[config.mk]
export PLATFORM = sky130hd
export DESIGN_NAME = drc_completion_detect
export DESIGN_NICKNAME = d
export VERILOG_FILES = /design/src/rtl/drc_pkg.sv /design/src/rtl/drc_rail_decode.sv /design/src/rtl/drc_tree_reduce.sv /design/src/rtl/drc_c_element.sv /design/src/rtl/drc_completion_detect.sv
export SDC_FILE = /design/constraint.sdc
export NUM_CORES = 1
export LEC_CHECK = 0
export BUFFER_PORTS_ARGS = -buffer_cell sky130_fd_sc_hd__buf_2
export CAP_MARGIN = 15
export CORE_AREA = 2 2 39 41
export CTS_CLUSTER_SIZE = 40
export DETAILED_ROUTE_END_ITERATION = 7
export DIE_AREA = 0 0 41 43
export PLACE_DENSITY = 0.55
export SYNTH_ARGS = -nofsm -noshare
export SYNTH_HDL_FRONTEND = slang
export SYNTH_SLANG_ARGS = --single-unit
[constraint.sdc]
create_clock -name clk_i -period 2 [get_ports clk_i]
set_clock_uncertainty 0.2 [all_clocks]
set_input_delay 0.1 -clock clk_i [delete_from_list [all_inputs] [get_ports clk_i]]
set_output_delay 0.1 -clock clk_i [all_outputs]
set_load 0.02 [all_outputs]
[src/rtl/drc_pkg.sv]
package drc_pkg;

  typedef enum logic [1:0] {
    RAIL_SPACER  = 2'b00,
    RAIL_ZERO    = 2'b01,
    RAIL_ONE     = 2'b10,
    RAIL_ILLEGAL = 2'b11
  } rail_code_e;

  typedef enum logic {
    RED_AND = 1'b0,
    RED_OR  = 1'b1
  } red_op_e;

endpackage

[src/rtl/drc_rail_decode.sv]
module drc_rail_decode #(
  parameter int N = 8
) (
  input  logic [2*N-1:0] rails_i,
  output logic [N-1:0]   valid_o,
  output logic [N-1:0]   data_o,
  output logic [N-1:0]   illegal_o
);
  import drc_pkg::*;

  for (genvar i = 0; i < N; i++) begin : g_bit
    rail_code_e code;
    assign code         = rail_code_e'(rails_i[2*i +: 2]);
    assign valid_o[i]   = rails_i[2*i+1] | rails_i[2*i];
    assign data_o[i]    = rails_i[2*i+1];
    assign illegal_o[i] = (code == RAIL_ILLEGAL);
  end

endmodule

[src/rtl/drc_tree_reduce.sv]
// Balanced log-depth reduction; pads unused leaves with the operator identity.
module drc_tree_reduce #(
  parameter int               N  = 8,
  parameter drc_pkg::red_op_e OP = drc_pkg::RED_AND
) (
  input  logic [N-1:0] in_i,
  output logic         out_o
);
  import drc_pkg::*;

  localparam int  LEVELS = (N <= 1) ? 0 : $clog2(N);
  localparam int  P      = 1 << LEVELS;
  localparam logic PAD   = (OP == RED_AND);

  for (genvar l = 0; l <= LEVELS; l++) begin : g_lvl
    localparam int LW = P >> l;
    logic [LW-1:0] v;
    if (l == 0) begin : g_leaf
      for (genvar j = 0; j < LW; j++) begin : g_pad
        if (j < N) begin : g_in
          assign v[j] = in_i[j];
        end else begin : g_fill
          assign v[j] = PAD;
        end
      end
    end else begin : g_node
      for (genvar j = 0; j < LW; j++) begin : g_op
        if (OP == RED_AND) begin : g_and
          assign v[j] = g_lvl[l-1].v[2*j] & g_lvl[l-1].v[2*j+1];
        end else begin : g_or
          assign v[j] = g_lvl[l-1].v[2*j] | g_lvl[l-1].v[2*j+1];
        end
      end
    end
  end

  assign out_o = g_lvl[LEVELS].v[0];

endmodule

[src/rtl/drc_c_element.sv]
module drc_c_element (
  input  logic clk_i,
  input  logic rst_ni,
  input  logic a_i,
  input  logic b_i,
  output logic q_o
);
  logic q_q, q_d;

  always_comb begin
    q_d = q_q;
    if (a_i && b_i)        q_d = 1'b1;
    else if (!a_i && !b_i) q_d = 1'b0;
  end

  always_ff @(posedge clk_i or negedge rst_ni) begin
    if (!rst_ni) q_q <= 1'b0;
    else         q_q <= q_d;
  end

  assign q_o = q_q;

  a_r3_set_on_both_high: assert property (@(posedge clk_i) disable iff (!rst_ni)
    (a_i && b_i) |=> q_o);
  a_r4_clear_on_both_low: assert property (@(posedge clk_i) disable iff (!rst_ni)
    (!a_i && !b_i) |=> !q_o);
  a_r5_hold_on_mismatch: assert property (@(posedge clk_i) disable iff (!rst_ni)
    (a_i != b_i) |=> $stable(q_o));

endmodule

[src/rtl/drc_completion_detect.sv]
module drc_completion_detect #(
  parameter int N = 8
) (
  input  logic           clk_i,
  input  logic           rst_ni,
  input  logic [2*N-1:0] rails_i,
  output logic [N-1:0]   data_o,
  output logic           all_valid_o,
  output logic           any_valid_o,
  output logic           ack_o,
  output logic           proto_err_o
);
  import drc_pkg::*;

  logic [N-1:0] bit_valid;
  logic [N-1:0] bit_illegal;
  logic         err_q;

  drc_rail_decode #(.N(N)) u_decode (
    .rails_i  (rails_i),
    .valid_o  (bit_valid),
    .data_o   (data_o),
    .illegal_o(bit_illegal)
  );

  drc_tree_reduce #(.N(N), .OP(RED_AND)) u_done (
    .in_i (bit_valid),
    .out_o(all_valid_o)
  );

  drc_tree_reduce #(.N(N), .OP(RED_OR)) u_reset (
    .in_i (bit_valid),
    .out_o(any_valid_o)
  );

  drc_c_element u_cel (
    .clk_i (clk_i),
    .rst_ni(rst_ni),
    .a_i   (all_valid_o),
    .b_i   (any_valid_o),
    .q_o   (ack_o)
  );

  always_ff @(posedge clk_i or negedge rst_ni) begin
    if (!rst_ni)          err_q <= 1'b0;
    else if (|bit_illegal) err_q <= 1'b1;
  end

  assign proto_err_o = err_q;

  a_r1_all_implies_any: assert property (@(posedge clk_i) disable iff (!rst_ni)
    all_valid_o |-> any_valid_o);
  a_r7_err_set: assert property (@(posedge clk_i) disable iff (!rst_ni)
    (|bit_illegal) |=> proto_err_o);
  a_r7_err_sticky: assert property (@(posedge clk_i) disable iff (!rst_ni)
    proto_err_o |=> proto_err_o);
  a_r6_data_needs_valid_pair: assert property (@(posedge clk_i) disable iff (!rst_ni)
    (|data_o) |-> any_valid_o);

endmodule

==> flow_summary.json <==
{
  "final_antenna_net_count": 0,
  "grt.met3_usage_pct": 4.71,
  "final_critical_path_setup_slack_ns": 0.0676,
  "clk_pin_slew_worst_paths_ns": 0.03,
  "fin_crit_ns": 1.93,
  "cap_violations": 0,
  "cellPowerDensity_mw_per_mm2": 464,
  "syn_avg_cell_area_um2": 8.42,
  "drc_errors": 0,
  "std_cell_rows": 14,
  "cts_tree": "yes",
  "grt.busiest_layer": "met2",
  "grt_pass1_wl_mm": 1.29,
  "routed_wl_um": 773,
  "rr_startpoint": "proto_err_o$_DFFE_PN0P_",
  "hold_viol": 0,
  "p_leak_nw": 0.238,
  "antenna_found_initial": 0,
  "worst-r2r-cell-count": 3,
  "drive_gt1_share_pct": 60.3,
  "layout_commonest_cell": "buf_2",
  "fmax_mhz": 518,
  "synth.cell_area_um2": 253,
  "stdcell_area_um2": 479,
  "die_area_mm2": 0.00176,
  "status": "finished clean",
  "place_ws_ns": 0.161,
  "netlist_instances": 30,
  "fin_total_pwr_uw": 222,
  "final_cell_mix": "29 x buf_2, 8 x dlygate4sd3_1, 5 x nor2_1",
  "crit_fanout": 2,
  "crit_type": "in2reg",
  "yosysWarnings": 0,
  "post_drt_wl_per_cell_um": 9.78,
  "rsz0062_at_grt": "false",
  "root_buffer": "clkbuf_4",
  "finalCritPeriodShare_pct": 96.6,
  "ys_types": 16,
  "syn-num-nets": 49,
  "place_area_um2": 374,
  "cts_sinks": 2,
  "via_per_inst": 4.32,
  "die_h_um": 43,
  "grtUsageMet1_pct": 9.29,
  "holdPathStages": 5,
  "setup_viol": 0,
  "ios": 30,
  "maxSlewHeadroom_pct": 77.2,
  "dp_hpwl_um": 634,
  "vdd.ir_drop.worst_mv": 0.404,
  "required_ns": 1.90,
  "grt.met2_usage_pct": 20.0,
  "hold_path_end": "u_cel.q_o$_DFFE_PN0P_",
  "grt_max_degree": 5,
  "syn2layout_area_growth_pct": 89.6,
  "n_antenna_cell": 0,
  "grt_pass1_vias": 378,
  "min-delay-start": "rails_i[4]",
  "start_kind": "input pin",
  "cts_htree_levels": 1,
  "crit_arrival_ns": 1.83,
  "numCtsBuffers": 3,
  "post_cts_buffers": 0,
  "die_w_um": 41,
  "start_util_pct": 18.3,
  "grt_usage_pct": 10.8,
  "end_kind": "flip-flop",
  "slew_viol_final": 0,
  "globalplace.congestion": 0.615,
  "finalSetupTns_ns": 0,
  "core_area_mm2": 0.00138,
  "clockBufferDepth": 2,
  "portBuffers": 29,
  "drt_first_pass_iters": 4,
  "regToRegSetupSlack_ns": 0.59,
  "grt_overflow": 0,
  "drt_iter0_drc": 3,
  "ys_seq_area_share_pct": 19.8,
  "clock_latency_ns": 0.22,
  "ys_ff_latch": 2,
  "r2r_end": "proto_err_o$_DFFE_PN0P_",
  "critical_path.startpoint": "rails_i[0]",
  "final_nets": 84,
  "vias": 341,
  "hold_path_class": "in2reg",
  "tightest_slew_ns": 0.338
}
[worst max path at each step]
stage	endpoint	slack, ns	depth (start not counted)
final	u_cel.q_o$_DFFE_PN0P_	0.07	7
after global routing	u_cel.q_o$_DFFE_PN0P_	0.008	7
after CTS	u_cel.q_o$_DFFE_PN0P_	0.03	7
after detailed placement	u_cel.q_o$_DFFE_PN0P_	0.16	6
after global placement	u_cel.q_o$_DFFE_PN0P_	0.20	6
after floorplan	u_cel.q_o$_DFFE_PN0P_	0.14	5
[layout make-up]
class / count / area (um2)
fill: 163 / 905
timing repair buffer: 38 / 233
sequential: 2 / 50.0
multi-input combinational: 20 / 154
tap: 16 / 20.0
clock buffer: 3 / 22.5
[stage by stage]
stage / utilization, % / hold slack, ns / std cells
after floorplan: - / -0.396 / 30
after global placement: 27.0 / -0.315 / 68
after detailed placement: 27.0 / -0.311 / 68
after CTS: 34.4 / 0.227 / 79
after global routing: 34.6 / 0.259 / 79
final: 34.6 / 0.222 / 79
[synth_stat cells]
master	number	area share, %
buf_4	8	24
nor2_1	6	8.9
dfrtp_1	2	20
nand4_1	2	4.9
a21oi_1	1	2.0
a221oi_1	1	3.5
a222oi_1	1	4.0
a22o_1	1	3.5
and4_2	1	4.0
ha_1	1	4.9
mux2_2	1	4.5
nand3_1	1	2.0
nor4_1	1	2.5
nor4_2	1	4.9
o22ai_1	1	2.5
or4_4	1	4.5
[flip-flops by register name, indices dropped and copies added, names as in the netlist]
signal	cells
u_cel.q_o	1
proto_err_o	1
[kinds of logic after synthesis]
| logic type | synth area share [%] |
|---|---|
| adder cells (fa/ha/maj) | 4.95 |
| AND/OR/NAND/NOR | 31.7 |
| buffers and inverters | 23.8 |
| multiplexers | 4.46 |
| AO/OA/AOI/OAI | 15.3 |
| flip-flops | 19.8 |
[report_power, final]
| part | leakage, nW | total [mW] | switching [mW] | internal, mW |
|---|---|---|---|---|
| clock | 0.0138 | 0.0880 | 0.0219 | 0.0661 |
| sequential | 0.0223 | 0.0447 | 0.00116 | 0.0436 |
| combinational | 0.202 | 0.0897 | 0.0450 | 0.0447 |
| total | 0.238 | 0.222 | 0.0681 | 0.154 |
[repair_timing]
item                                   CTS  global route
gates resized for setup                  0             1
hold buffers                             8             0
endpoints found under the hold margin    3             0
setup endpoints to repair                0             1
[critical path, stage by stage]
cell and delay, ns:
dlygate4sd3_1 0.53, buf_2 0.13, nor2_2 0.09, and4_2 0.25, nand4_1 0.10, ha_1 0.31, mux2_2 0.33
[routing by layer]
layer / up-vias / share of wire [%]
met2: 13 / 57
li1: 176 / -
met3: 0 / 6.7
met1: 152 / 36
met5: - / 0
met4: 0 / 0
Note: power is estimated with default switching activity, not from simulation.
